[src/rtl/pwr_seq_pkg.sv]
package pwr_seq_pkg;

   typedef enum logic [2:0] {
      S_OFF   = 3'd0,
      S_RAIL  = 3'd1,
      S_HOLD  = 3'd2,
      S_DWAIT = 3'd3,
      S_ON    = 3'd4,
      S_DOWN  = 3'd5,
      S_FAULT = 3'd6
   } seq_state_e;

   localparam logic [1:0] STAT_OFF   = 2'd0;
   localparam logic [1:0] STAT_SEQ   = 2'd1;
   localparam logic [1:0] STAT_ON    = 2'd2;
   localparam logic [1:0] STAT_FAULT = 2'd3;

   function automatic logic [1:0] status_of(input seq_state_e s);
      case (s)
         S_OFF:   return STAT_OFF;
         S_ON:    return STAT_ON;
         S_FAULT: return STAT_FAULT;
         default: return STAT_SEQ;
      endcase
   endfunction

   function automatic logic rails_powered(input seq_state_e s);
      return (s == S_RAIL) || (s == S_HOLD) || (s == S_DWAIT) ||
             (s == S_ON) || (s == S_DOWN);
   endfunction

endpackage

[src/rtl/pwr_seq_timer.sv]
module pwr_seq_timer #(
   parameter int W = 16
) (
   input  logic         clk,
   input  logic         rst_n,
   input  logic         load,
   input  logic [W-1:0] load_val,
   output logic         done
);
   logic [W-1:0] cnt_q;

   always_ff @(posedge clk or negedge rst_n) begin
      if (!rst_n)
         cnt_q <= '0;
      else if (load)
         cnt_q <= load_val;
      else if (cnt_q != '0)
         cnt_q <= cnt_q - 1'b1;
   end

   assign done = (cnt_q == '0);
endmodule

[src/rtl/pwr_fault_qual.sv]
module pwr_fault_qual #(
   parameter int QUAL = 6,
   parameter int W    = 16
) (
   input  logic clk,
   input  logic rst_n,
   input  logic arm,
   input  logic flt,
   output logic trip
);
   generate
      if (QUAL == 1) begin : g_direct
         assign trip = arm && flt;
      end else begin : g_count
         localparam logic [W-1:0] LAST = W'(QUAL - 1);
         logic [W-1:0] run_q;

         always_ff @(posedge clk or negedge rst_n) begin
            if (!rst_n)
               run_q <= '0;
            else if (!(arm && flt))
               run_q <= '0;
            else if (run_q != LAST)
               run_q <= run_q + 1'b1;
         end

         assign trip = arm && flt && (run_q == LAST);
      end
   endgenerate
endmodule

[src/rtl/pwr_seq_fsm.sv]
module pwr_seq_fsm
   import pwr_seq_pkg::*;
#(
   parameter int W      = 16,
   parameter int T_ON   = 4,
   parameter int T_HOLD = 8,
   parameter int T_DISP = 3,
   parameter int T_OFF  = 2
) (
   input  logic         clk,
   input  logic         rst_n,
   input  logic         pwr_req,
   input  logic         trip,
   input  logic         tmr_done,
   output seq_state_e   state_q,
   output seq_state_e   state_d,
   output logic         tmr_load,
   output logic [W-1:0] tmr_val
);
   localparam logic [W-1:0] LD_ON   = W'(T_ON - 1);
   localparam logic [W-1:0] LD_HOLD = W'(T_HOLD - 1);
   localparam logic [W-1:0] LD_DISP = W'(T_DISP - 1);
   localparam logic [W-1:0] LD_OFF  = W'(T_OFF - 1);

   always_comb begin
      state_d = state_q;
      case (state_q)
         S_OFF:   if (pwr_req) state_d = S_RAIL;
         S_RAIL:  if (!pwr_req) state_d = S_DOWN;
                  else if (tmr_done) state_d = S_HOLD;
         S_HOLD:  if (!pwr_req) state_d = S_DOWN;
                  else if (tmr_done) state_d = S_DWAIT;
         S_DWAIT: if (!pwr_req) state_d = S_DOWN;
                  else if (tmr_done) state_d = S_ON;
         S_ON:    if (!pwr_req) state_d = S_DOWN;
         S_DOWN:  if (tmr_done) state_d = S_OFF;
         S_FAULT: if (!pwr_req) state_d = S_OFF;
         default: state_d = S_OFF;
      endcase
      if (trip && rails_powered(state_q))
         state_d = S_FAULT;
   end

   always_comb begin
      tmr_load = (state_d != state_q);
      case (state_d)
         S_RAIL:  tmr_val = LD_ON;
         S_HOLD:  tmr_val = LD_HOLD;
         S_DWAIT: tmr_val = LD_DISP;
         S_DOWN:  tmr_val = LD_OFF;
         default: tmr_val = '0;
      endcase
   end

   always_ff @(posedge clk or negedge rst_n) begin
      if (!rst_n) state_q <= S_OFF;
      else        state_q <= state_d;
   end
endmodule

[src/rtl/pwr_seq_ctrl.sv]
module pwr_seq_ctrl
   import pwr_seq_pkg::*;
#(
   parameter int CNT_W    = 16,
   parameter int T_ON     = 4,
   parameter int T_HOLD   = 8,
   parameter int T_DISP   = 3,
   parameter int T_OFF    = 2,
   parameter int FLT_QUAL = 6,
   parameter bit HAS_DISP = 1'b1
) (
   input  logic       clk,
   input  logic       rst_n,
   input  logic       pwr_req,
   input  logic       disp_want,
   input  logic       short_flt,
   output logic       main_en,
   output logic       sys_rst_n,
   output logic       disp_en,
   output logic [1:0] status
);
   localparam longint CNT_MAX = (64'd1 << CNT_W) - 1;

   generate
      if (CNT_W < 2 || CNT_W > 32) begin : g_bad_w
         $error("pwr_seq_ctrl: CNT_W out of range");
      end
      if (T_ON < 1 || T_HOLD < 1 || T_DISP < 1 || T_OFF < 1) begin : g_bad_t
         $error("pwr_seq_ctrl: every delay must be at least one cycle");
      end
      if (longint'(T_ON) > CNT_MAX || longint'(T_HOLD) > CNT_MAX ||
          longint'(T_DISP) > CNT_MAX || longint'(T_OFF) > CNT_MAX ||
          longint'(FLT_QUAL) > CNT_MAX) begin : g_bad_fit
         $error("pwr_seq_ctrl: a delay does not fit CNT_W bits");
      end
      if (FLT_QUAL < 1) begin : g_bad_q
         $error("pwr_seq_ctrl: FLT_QUAL must be at least one");
      end
   endgenerate

   seq_state_e       state_q, state_d;
   logic             tmr_load, tmr_done, trip;
   logic [CNT_W-1:0] tmr_val;

   pwr_seq_fsm #(
      .W(CNT_W), .T_ON(T_ON), .T_HOLD(T_HOLD), .T_DISP(T_DISP), .T_OFF(T_OFF)
   ) u_fsm (
      .clk(clk), .rst_n(rst_n), .pwr_req(pwr_req), .trip(trip),
      .tmr_done(tmr_done), .state_q(state_q), .state_d(state_d),
      .tmr_load(tmr_load), .tmr_val(tmr_val)
   );

   pwr_seq_timer #(.W(CNT_W)) u_tmr (
      .clk(clk), .rst_n(rst_n), .load(tmr_load), .load_val(tmr_val),
      .done(tmr_done)
   );

   pwr_fault_qual #(.QUAL(FLT_QUAL), .W(CNT_W)) u_flt (
      .clk(clk), .rst_n(rst_n), .arm(rails_powered(state_q)),
      .flt(short_flt), .trip(trip)
   );

   assign main_en   = rails_powered(state_q);
   assign sys_rst_n = (state_q == S_DWAIT) || (state_q == S_ON);
   assign status    = status_of(state_q);

   generate
      if (HAS_DISP) begin : g_disp
         logic disp_q;
         always_ff @(posedge clk or negedge rst_n) begin
            if (!rst_n)                 disp_q <= 1'b0;
            else if (state_d == S_ON)   disp_q <= disp_want;
            else if (state_d != S_DOWN) disp_q <= 1'b0;
         end
         assign disp_en = disp_q;
      end else begin : g_nodisp
         logic unused_want;
         assign unused_want = disp_want;
         assign disp_en     = 1'b0;
      end
   endgenerate
endmodule

[config.mk]
export PLATFORM = sky130hd
export DESIGN_NAME = pwr_seq_ctrl
export DESIGN_NICKNAME = d
export VERILOG_FILES = /design/src/rtl/pwr_seq_pkg.sv /design/src/rtl/pwr_seq_timer.sv /design/src/rtl/pwr_fault_qual.sv /design/src/rtl/pwr_seq_fsm.sv /design/src/rtl/pwr_seq_ctrl.sv
export SDC_FILE = /design/constraint.sdc
export NUM_CORES = 1
export LEC_CHECK = 0
export BUFFER_PORTS_ARGS = -buffer_cell sky130_fd_sc_hd__buf_2
export CAP_MARGIN = 20
export CORE_UTILIZATION = 65
export CTS_CLUSTER_SIZE = 10
export DETAILED_ROUTE_END_ITERATION = 16
export PLACE_DENSITY = 0.87
export SETUP_SLACK_MARGIN = 0.02
export SLEW_MARGIN = 20
export SYNTH_ARGS = -nofsm -noshare
export SYNTH_HDL_FRONTEND = slang
export SYNTH_SLANG_ARGS = --single-unit
[constraint.sdc]
create_clock -name clk -period 3.2 [get_ports clk]
set_clock_uncertainty 0.15 [all_clocks]
set_input_delay 0.8 -clock clk [delete_from_list [all_inputs] [get_ports clk]]
set_output_delay 0.8 -clock clk [all_outputs]
set_load 0.005 [all_outputs]
==> results.md, run 1 <==
- Status: complete, no violations
- # setup viols final: 0
- Setup crit start kind: register
- Syn Inst Count: about 220
- Peak Freq: slightly above 0.4 GHz
- Vias: 1587
- First-pass GRT wire length: 6762 um
- Sequential fraction of the synthesis area: 43.96%
- Max cap viols: 0
- Top post-synthesis cells by area: dfrtp_1 44%, nor2_1 7.1%, xor2_1 6.4%
- Routability cong.: 0.9217
- Ratio of final minimum period to clock period: between 70% and 80%
- GRT Total Usage: between 20% and 30%
- Antenna Nets Post-Route: 0
- Clk slew on worst S/H paths: around 110 ps
- Die H: a little under 60 um
- CP max-delay cell: a211o_1
- Slew Viols, Final: 0
- Post-synth top flop: dfrtp_1
- Post-synth top area cell: dfrtp_1
- Synthesized area per cell: just over 9 um2
- Met3 Wirelength: roughly 110 um
- Leak: roughly 1 nW
- Met2 WL: 1927 um
- Yosys reg bits: 36
- CP max stage delay: ~450 ps
- Die ar.: about 3400 um2
- Skew-Pair Late Insertion Delay: ~340 ps
- Worst Path Class, Setup: reg2reg
- Pwr Total: 0.001523 W
- Post-detail-place hpwl: between 2000 and 3000 um
- Clk sinks: 36
- # hold bufs at CTS: 0
- CTS root buf: clkbuf_4
- RSZ-0062 raised after global routing: no
- Most frequent cell after synthesis: nor2_1
- Final nets: ~240
- DRC: 0
- Worst Tran Pin Value: just under 800 ps
- Crit path required time: 3250 ps
- Max FO, Critical Path: 15
- Largest net degree at the start of global routing: 37
- Min Hold Slack: between 300 and 400 ps
- Total CTS buffers: 5
- Internal Power: 0.0009230 W
- EDFF count, synth: 0
- Multi-input logic area: 1095 um2
- Met1 WL: 1776 um
- Area Growth Syn to Fin: 7.143%
- Vias in the first global route: roughly 1600
- Power share of the clock group: about 16%
- Starting Density: about 68%
- Core area: slightly above 3000 um2
- Initial antenna violation count: 0
- WL/cell: between 10 and 15 um
- Initial DRC Count: 104
- Syn. warnings: 0
- Rows: 20
- Power Dens Cells: 693.8 nW/um2
- Die Width: 58.15 um
- Vias per Instance: approximately 5.7
- Diode count: 0
- Share of cells above drive strength 1: between 10% and 20%
- Switching pwr: 0.0006005 W
- Crit path cell chain: inv_1, ha_1, nor4b_2, nand4_2, a311oi_1, a211o_1, o22ai_1
- Fillers: between 200 and 250
- Comb power frac: 37.5%
- Hold crit path type: in2async
- FF+latch area: 900.9 um2
- Fin area: 2196 um2
- Detailed Routing Iterations Pass 1: 4
- Max_slew headroom: about half
- Post-synth ARST share: between 90% and 100%
- Post-synthesis cell area: around 2000 um2
- DP Area: between 2000 and 2500 um2
- Top cell type's share of synthesized area: 43.96%
- Post-CTS sizing: 0
- Longest Clk Path Bufs: 2
- Sequential Power Share: a little under half
- Number of port buffers: 9
- Synthesized Nets: 230
- Setup TNS Final: 0 ps
- Top Ports: 10
- CP arrival: 2490 ps
- CTS tree: done
- Post-Route WL: between 3000 and 4000 um
- Gr ovfl total: 0
- Top Metal Used: met4
- Most frequent cells after synthesis: 39 x nor2_1, 36 x dfrtp_1, 19 x nand2_1, 15 x xor2_1, 11 x xnor2_1
- H-tree levels: 2
- Switching part of the total power: 39.42%
- Final Hold Fails: 0
- CP Capture Type: register
- Max VDD drop: about 0.49 mV
- Period minus WS final: about 2400 ps
- # Post-CTS Setup Buffers: 0
- Synth unique cells: 44
kinds of logic (layout without fill, tap and decap cells):
family	after synthesis	after routing	share of synthesized area [%]
buffers and inverters	14	26	2.625
muxes	2	2	1.282
adders and majority gates	4	4	2.442
xor gates and xnor gates	26	26	11.11
DFF	36	36	43.96
and+or+nand+nor	107	107	28.21
AOI/OAI and AO/OA	32	32	10.38
state kept, by name, summed over array words and instances (netlist names):
name and flops:
u_fsm.state_q 3, u_tmr.cnt_q 16, u_flt.g_count.run_q 16, disp_en 1
stage by stage:
step / std cells / util, % / setup slack, ps
floorplan: 221 / - / 1007
global placement: 269 / 70.58 / 865.2
detailed placement: 269 / 70.58 / 804.3
CTS: 277 / 72.52 / 765.2
global route: 277 / 72.52 / 609.9
finish: 277 / 72.52 / 760.4
layout by cell type, fill, tap and decap left out, types with 2 or more instances in the layout:
cell,instances
nand4_1,2
clkbuf_4,5
nor4_1,6
xor2_1,15
o21ai_0,10
ha_1,4
dfrtp_1,36
nand3_1,6
buf_4,2
a31oi_1,3
a211oi_1,5
nor3_1,7
buf_2,9
and3_1,3
nor2_1,39
nand3b_1,2
xnor2_1,11
nand4_2,2
o22ai_1,2
a21oi_1,6
and4_1,3
inv_1,7
clkbuf_1,2
or2_1,2
nor2b_1,4
nand2_1,19
final timing paths:
path / from / end / slack, ps / depth (start not counted)
max: u_tmr.cnt_q[0]$_DFFE_PN0P_ / u_tmr.cnt_q[2]$_DFFE_PN0P_ / 760 / 7
min: rst_n / u_flt.g_count.run_q[5]$_DFFE_PN0P_ / 370 / 1
max reg2reg: u_tmr.cnt_q[0]$_DFFE_PN0P_ / u_tmr.cnt_q[2]$_DFFE_PN0P_ / 760 / 7
min reg2reg: u_tmr.cnt_q[0]$_DFFE_PN0P_ / u_tmr.cnt_q[0]$_DFFE_PN0P_ / 370 / 1
max in group asynchronous: rst_n / u_tmr.cnt_q[8]$_DFFE_PN0P_ / 2030 / 1
min in group clk: u_tmr.cnt_q[0]$_DFFE_PN0P_ / u_tmr.cnt_q[0]$_DFFE_PN0P_ / 370 / 1
critical path: cells and delay by family (launching register included):
kind | cells | cell delay [ps]
compound gates | 3 | 970
fa+ha+maj | 1 | 160
buf+inv | 1 | 110
flops | 1 | 410
simple gates | 2 | 500
power by group through the flow:
stage	clock network, W	registers [W]	logic [W]
5_1_grt	0.000279	0.000720	0.000640
3_5_place_dp	0	0.000707	0.000569
2_1_floorplan	0	0.000667	0.000471
4_1_cts	0.000257	0.000701	0.000572
6_report	0.000249	0.000702	0.000572
3_3_place_gp	0	0.000702	0.000544
layout make-up:
| type | count | area share [%] |
|---|---|---|
| clock buffers | 8 | 2.678 |
| flip-flops and latches | 36 | 41.03 |
| well taps | 44 | 2.507 |
| inverters | 7 | 1.197 |
| multi-input cells | 171 | 49.86 |
| repair buffers | 11 | 2.735 |
metal layers:
layer / up-vias / global-route usage [%]
li1: 790 / -
met1: 761 / 33.53
met2: 26 / 42.20
met3: 10 / 7.366
met4: 0 / 14.29
met5: - / 0
Note: power is estimated with default switching activity, not from simulation.
==> run 2, diff against run 1 <==
--- a/config.mk
+++ b/config.mk
@@ -7,10 +7,10 @@
 export LEC_CHECK = 0
 export BUFFER_PORTS_ARGS = -buffer_cell sky130_fd_sc_hd__buf_2
 export CAP_MARGIN = 20
-export CORE_UTILIZATION = 65
+export CORE_UTILIZATION = 55
 export CTS_CLUSTER_SIZE = 10
 export DETAILED_ROUTE_END_ITERATION = 16
-export PLACE_DENSITY = 0.87
+export PLACE_DENSITY = 0.79
 export SETUP_SLACK_MARGIN = 0.02
 export SLEW_MARGIN = 20
 export SYNTH_ARGS = -nofsm -noshare
==> constraint.sdc (replaced) <==
create_clock -name clk -period 2 [get_ports clk]
set_clock_uncertainty 0.15 [all_clocks]
set_input_delay 0.5 -clock clk [delete_from_list [all_inputs] [get_ports clk]]
set_output_delay 0.5 -clock clk [all_outputs]
set_load 0.005 [all_outputs]
==> run 2 against run 1 <==
Net effect:
- the flow now finishes with violations (negative setup slack)
- via count up 19%
- combinational power rose to 3.4 times the previous value
- hold slack lost 340 ps
- non-clock buffer count is 55 higher
- power rose to 2.6 times the previous value
- fmax grew 9.0%
- routed wire length is 49% higher
- register-to-register slack worse by 1000 ps
- sequential cell count unchanged
- sequential share of layout area fell by 10 points
- critical endpoint is now disp_en$_DFFE_PN0P_
- largest power group is now combinational cells
==> results.md, run 2 (same netlist as run 1, synthesis figures left out) <==
- Status: complete, but fails checks
- Violated checks: negative setup slack
- Pwr Total: 0.003899 W (+160%)
- Skew-Pair Late Insertion Delay: 300 ps (-40 ps)
- Initial antenna violation count: 0 (unchanged)
- Period minus WS final: 2239 ps (-200.7 ps)
- Clk sinks: 36 (unchanged)
- Vias in the first global route: 1954 (+24%)
- DRC: 0 (unchanged)
- Number of port buffers: 9 (unchanged)
- Post-Route WL: 5785 um (+49%)
- Setup TNS Final: -3405 ps (-3405 ps)
- # setup viols final: 17 (+17)
- WP buf/inv: 2 (+1)
- CP max-delay cell: dfrtp_1
- Highest-count cells in the layout ignoring fill and taps: 52 x buf_4, 36 x dfrtp_1, 27 x nor2_1
- Crit path required time: 2080 ps (-1170 ps)
- Max_slew headroom: 63.67% (+15 points)
- Top Ports: 10 (unchanged)
- WL/cell: 17.32 um (+23%)
- Clk slew on worst S/H paths: 80 ps (-30 ps)
- Longest Clk Path Bufs: 2 (unchanged)
- Final worst slack: -238.9 ps (-999.3 ps)
- Post-detail-place hpwl: 3497 um (+28%)
- Peak Freq: 0.4467 GHz (+9.0%)
- H-tree levels: 2 (unchanged)
- Commonest non-fill, non-tap cell in the layout: buf_4
- Switching pwr: 0.001368 W (+130%)
- Max VDD drop: 1.172 mV (+140%)
- Slew Viols, Final: 0 (unchanged)
- Vias: 1884 (+19%)
- Max cap viols: 0 (unchanged)
- Worst Path Class, Setup: reg2reg
- Core area: 3442 um2 (+14%)
- CP Capture Type: register
- Die ar.: 3975 um2 (+18%)
- Top Family by Delay on Critical Path: simple AND/OR/NAND/NOR gates
- Die Width: 63.05 um (+8.4%)
- Die H: 63.05 um (+8.4%)
- Internal Power: 0.002531 W (+170%)
- # hold bufs at CTS: 0 (unchanged)
- Antenna Nets Post-Route: 0 (unchanged)
- M2 GR Usage: 50.81% (+8.6 points)
- Max FO, Critical Path: 3 (-12)
- Final nets: 296 (+23%)
- CP max stage delay: 390 ps (-60 ps)
- Gr ovfl total: 0 (unchanged)
- Diode count: 0 (unchanged)
- CP arrival: 2320 ps (-170 ps)
- Detailed Routing Iterations Pass 1: 4 (unchanged)
- CTS tree: done
- Ratio of final minimum period to clock period: 111.9% (+36 points)
- Most used routing layer: met2
- Power share of the clock group: 23.2% (+6.9 points)
- Leak: 1.321 nW (+34%)
- Crit path cell chain: nor4_1, buf_4, nand4_2, buf_6, mux2_2, a221o_1, and3b_1
- Comb power frac: 50.3% (+13 points)
- Area Growth Syn to Fin: 42.25%
- Sequential Power Share: 26.5% (-20 points)
- CTS root buf: clkbuf_8
- Power Dens Cells: 1337 nW/um2 (+93%)
- Switching part of the total power: 35.08% (-4.3 points)
- Hold crit path type: in2async
- Share of cells above drive strength 1: 39.58% (+28 points)
- Fillers: 194 (-17%)
- Final Hold Fails: 0 (unchanged)
- Rows: 21 (+5.0%)
- GR Layer Usage met1: 33.92% (+0.39 points)
- RSZ-0062 raised after global routing: yes
- Largest net degree at the start of global routing: 25 (-32%)
- Total CTS buffers: 5 (unchanged)
- First-pass GRT wire length: 8700 um (+29%)
- Worst Tran Pin Value: 545.0 ps (-226.2 ps)
- Routability cong.: 0.9433 (+2.3%)
- Routing usage on met3: 5.657% (-1.7 points)
- GRT Total Usage: 28.99% (+2.2 points)
- Initial DRC Count: 194 (+87%)
- Top Registers: u_flt.g_count.run_q (16), u_tmr.cnt_q (16), u_fsm.state_q (3)
- Starting Density: 59.54% (-8.1 points)
- Setup crit start kind: register
- Vias per Instance: 5.641 (-1.5%)
-- run 2: worst register-to-register path, cell delays in order (launching register included) --
cell and delay [ps]:
dfrtp_1 390, nor4_1 320, buf_4 170, nand4_2 160, buf_6 170, mux2_2 260, a221o_1 330, and3b_1 220
-- run 2: stage by stage --
| step | utilization (%) | area [um2] | hold WS, ps | cells | worst slack (ps) |
|---|---|---|---|---|---|
| 2_1_floorplan | - | 2090 | 54.41 | 221 | -111.2 |
| 3_3_place_gp | 74.63 | 2569 | 361.8 | 322 | -133.0 |
| 3_5_place_dp | 74.63 | 2569 | 363.8 | 322 | -150.6 |
| 4_1_cts | 79.93 | 2751 | 44.16 | 331 | -147.5 |
| 5_1_grt | 84.70 | 2915 | 65.63 | 334 | -273.2 |
| 6_report | 84.70 | 2915 | 30.49 | 334 | -238.9 |
-- run 2: cell type report --
cell class,count,area (um2),share of cell area [%]
repair buffers,66,514.2,17.64
flip-flops and latches,36,900.9,30.90
multi-input cells,171,1254,43.00
clock inverters,3,90.09,3.090
well taps,46,57.56,1.974
inverters,7,30.03,1.030
clock buffers,5,68.82,2.361
-- run 2: worst paths after layout --
| path | from | end | slack [ps] | cells past startpoint |
|---|---|---|---|---|
| worst max-delay path | u_tmr.cnt_q[4]$_DFFE_PN0P_ | disp_en$_DFFE_PN0P_ | -240 | 7 |
| worst min-delay path | rst_n | u_flt.g_count.run_q[7]$_DFFE_PN0P_ | 30 | 1 |
| worst max register to register | u_tmr.cnt_q[4]$_DFFE_PN0P_ | disp_en$_DFFE_PN0P_ | -240 | 7 |
| worst min register to register | u_flt.g_count.run_q[15]$_DFFE_PN0P_ | u_flt.g_count.run_q[15]$_DFFE_PN0P_ | 410 | 2 |
| max in group asynchronous | rst_n | u_tmr.cnt_q[10]$_DFFE_PN0P_ | 1130 | 2 |
| min in group clk | u_flt.g_count.run_q[15]$_DFFE_PN0P_ | u_flt.g_count.run_q[15]$_DFFE_PN0P_ | 410 | 2 |
-- run 2: power by group through the flow --
stage / Sequential (W) / Combinational, W / Clock [W]
2_1_floorplan: 0.00108 / 0.000801 / 0
6_report: 0.00103 / 0.00196 / 0.000904
4_1_cts: 0.00103 / 0.00158 / 0.000906
3_3_place_gp: 0.00103 / 0.00150 / 0
3_5_place_dp: 0.00104 / 0.00154 / 0
5_1_grt: 0.00104 / 0.00210 / 0.000932
-- run 2: layer usage --
| metal | wire length, um | vias to the layer above | share of wire [%] |
|---|---|---|---|
| met4 | 53 | 0 | 0.92 |
| li1 | - | 902 | - |
| met3 | 188 | 5 | 3.2 |
| met2 | 3156 | 51 | 55 |
| met5 | 0 | - | 0 |
| met1 | 2387 | 926 | 41 |
-- run 2: what timing repair did --
| action | CTS | global route |
|---|---|---|
| cloned | 0 | 1 |
| pin swaps | 4 | 12 |
| setup buffers | 1 | 2 |
| endpoints found under the setup margin | 20 | 22 |
| resized for setup | 4 | 33 |
==> run 3, diff against run 2 <==
--- a/config.mk
+++ b/config.mk
@@ -12,6 +12,7 @@
 export DETAILED_ROUTE_END_ITERATION = 16
 export PLACE_DENSITY = 0.79
 export SETUP_SLACK_MARGIN = 0.02
+export SKIP_CTS_REPAIR_TIMING = 1
 export SLEW_MARGIN = 20
 export SYNTH_ARGS = -nofsm -noshare
 export SYNTH_HDL_FRONTEND = slang
==> run 3 against run 2 <==
Net effect:
- the run still ends with negative setup slack left
- sequential share of layout area increased by 0.25 points
- hold slack about the same
- first-iteration DRC count down 27%
- clock power about the same
- critical endpoint is now u_tmr.cnt_q[7]$_DFFE_PN0P_
- largest cell class unchanged
==> results.md, run 3 (same netlist as run 1, synthesis figures left out) <==
- # setup viols final: 17 (unchanged)
- Core area: 3442 um2 (unchanged)
- Post-Route WL: 5471 um (-5.4%)
- Crit path cell chain: nor4_4, nand4_2, buf_6, a311oi_2, a211o_2, clkbuf_16, nor2_2
- Share of cells above drive strength 1: 38.60% (-0.99 points)
- Initial antenna violation count: 0 (unchanged)
- Power Dens Cells: 1336 nW/um2 (-0.12%)
- CP max stage delay: 420 ps (+30 ps)
- Status: complete, but fails checks
- Area Growth Syn to Fin: 41.09%
- Top Ports: 10 (unchanged)
- Ratio of final minimum period to clock period: 110.2% (-1.7 points)
- Vias per Instance: 5.647 (+0.10%)
- Post-detail-place hpwl: 3497 um (unchanged)
- Die H: 63.05 um (unchanged)
- Max_slew headroom: 63.73% (about the same)
- Crit path required time: 2040 ps (-40 ps)
- Final Hold Fails: 0 (unchanged)
- Skew-Pair Late Insertion Delay: 300 ps (about the same)
- Worst Tran Pin Value: 544.1 ps (-0.9377 ps)
- Violated checks: negative setup slack
- Antenna Nets Post-Route: 0 (unchanged)
- Number of port buffers: 9 (unchanged)
- GRT Total Usage: 27.58% (-1.4 points)
- Diode count: 0 (unchanged)
- CTS root buf: clkbuf_8
- CP Capture Type: register
- Rows: 21 (unchanged)
- Period minus WS final: 2204 ps (-34.56 ps)
- CTS tree: done
- Detailed Routing Iterations Pass 1: 4 (unchanged)
- RSZ-0062 raised after global routing: yes
- Clk sinks: 36 (unchanged)
- Post-Place Cells: 322 (unchanged)
- Post-Place Setup Slack: -150.6 ps (unchanged)
- WP buf/inv: 2 (unchanged)
- Longest Clk Path Bufs: 2 (unchanged)
- Gr ovfl total: 0 (unchanged)
- WL/cell: 16.53 um (-4.6%)
- Crit Reg-Reg Startpoint: u_tmr.cnt_q[7]$_DFFE_PN0P_
- Commonest non-fill, non-tap cell in the layout: buf_4
- CP arrival: 2240 ps (-80 ps)
- Die ar.: 3975 um2 (unchanged)
- Clk slew on worst S/H paths: 70 ps (about the same)
- Top Registers: u_flt.g_count.run_q (16), u_tmr.cnt_q (16), u_fsm.state_q (3)
- CP max-delay cell: dfrtp_1
- DRC: 0 (unchanged)
- Vias in the first global route: 1931 (-1.2%)
- Hold crit path type: in2async
- FF+latch area: 900.9 um2 (unchanged)
- H-tree levels: 2 (unchanged)
- Routability cong.: 0.9433 (unchanged)
- Die Width: 63.05 um (unchanged)
- Final nets: 293 (-1.0%)
- Fillers: 199 (+2.6%)
- Max VDD drop: 1.183 mV (+0.99%)
- CP startpoint: u_tmr.cnt_q[7]$_DFFE_PN0P_
- Top Family by Delay on Critical Path: simple AND/OR/NAND/NOR gates
- Max cap viols: 0 (unchanged)
- Slew Viols, Final: 0 (unchanged)
- Final worst slack: -204.3 ps (+34.56 ps)
- Multi-input logic area: 1256 um2 (+0.20%)
- Starting Density: 59.54% (unchanged)
- Non-Filler Instances: 331 (-0.90%)
- Setup crit start kind: register
- Largest net degree at the start of global routing: 25 (unchanged)
- Highest-count cells in the layout ignoring fill and taps: 49 x buf_4, 36 x dfrtp_1, 27 x nor2_1
- First-pass GRT wire length: 8418 um (-3.2%)
- Peak Freq: 0.4537 GHz (+1.6%)
- Leak: 1.317 nW (-0.25%)
- Initial DRC Count: 142 (-27%)
- Vias: 1869 (-0.80%)
- Total CTS buffers: 5 (unchanged)
- Worst Path Class, Setup: reg2reg
- Max FO, Critical Path: 5 (+2)
## run 3: layout make-up
type / instances / area share (%)
well taps: 46 / 1.990
clock buffers: 5 / 2.380
multi-input cells: 171 / 43.44
inverters: 7 / 0.9087
clock inverters: 3 / 3.116
flip-flops and latches: 36 / 31.16
repair buffers: 63 / 17.01
## run 3: worst register-to-register path, cell delays in order (launching register included)
cell	delay, ps
dfrtp_1	420
nor4_4	390
nand4_2	210
buf_6	170
a311oi_2	270
a211o_2	270
clkbuf_16	190
nor2_2	40
## run 3: final timing paths
kind	to	slack [ps]	depth (start not counted)
worst max-delay path	u_tmr.cnt_q[7]$_DFFE_PN0P_	-200	7
worst min-delay path	u_fsm.state_q[0]$_DFF_PN0_	30	1
worst max register to register	u_tmr.cnt_q[7]$_DFFE_PN0P_	-200	7
worst min register to register	u_flt.g_count.run_q[15]$_DFFE_PN0P_	410	2
max in group asynchronous	u_tmr.cnt_q[5]$_DFFE_PN0P_	1140	2
min in group clk	u_flt.g_count.run_q[15]$_DFFE_PN0P_	410	2
## run 3: per-stage QoR
stage                     power [W]  TNS [ps]  utilization (%)  hold WS, ps  area [um2]
after floorplan            0.001884    -111.2                -        54.41        2090
after detailed placement   0.002579     -1913            74.63        363.8        2569
after global routing       0.004052     -4202            84.01        63.98        2892
final                      0.003862     -2926            84.01        30.95        2892
after global placement     0.002526     -1868            74.63        361.8        2569
after CTS                  0.003499     -2429            79.24        44.16        2728
## run 3: power by group
part           internal [W]  switching, W  leakage (nW)
registers          0.000897      0.000139         0.473
clock network      0.000624      0.000277        0.0784
logic              0.000994      0.000932         0.766
total               0.00251       0.00135          1.32
## run 3: metal layers
metal,vias up,wire length (um),GRT usage [%]
li1,899,-,-
met1,906,2316,32.16
met2,53,2850,47.72
met3,11,192,6.022
met4,0,112,12.79
met5,-,0,0
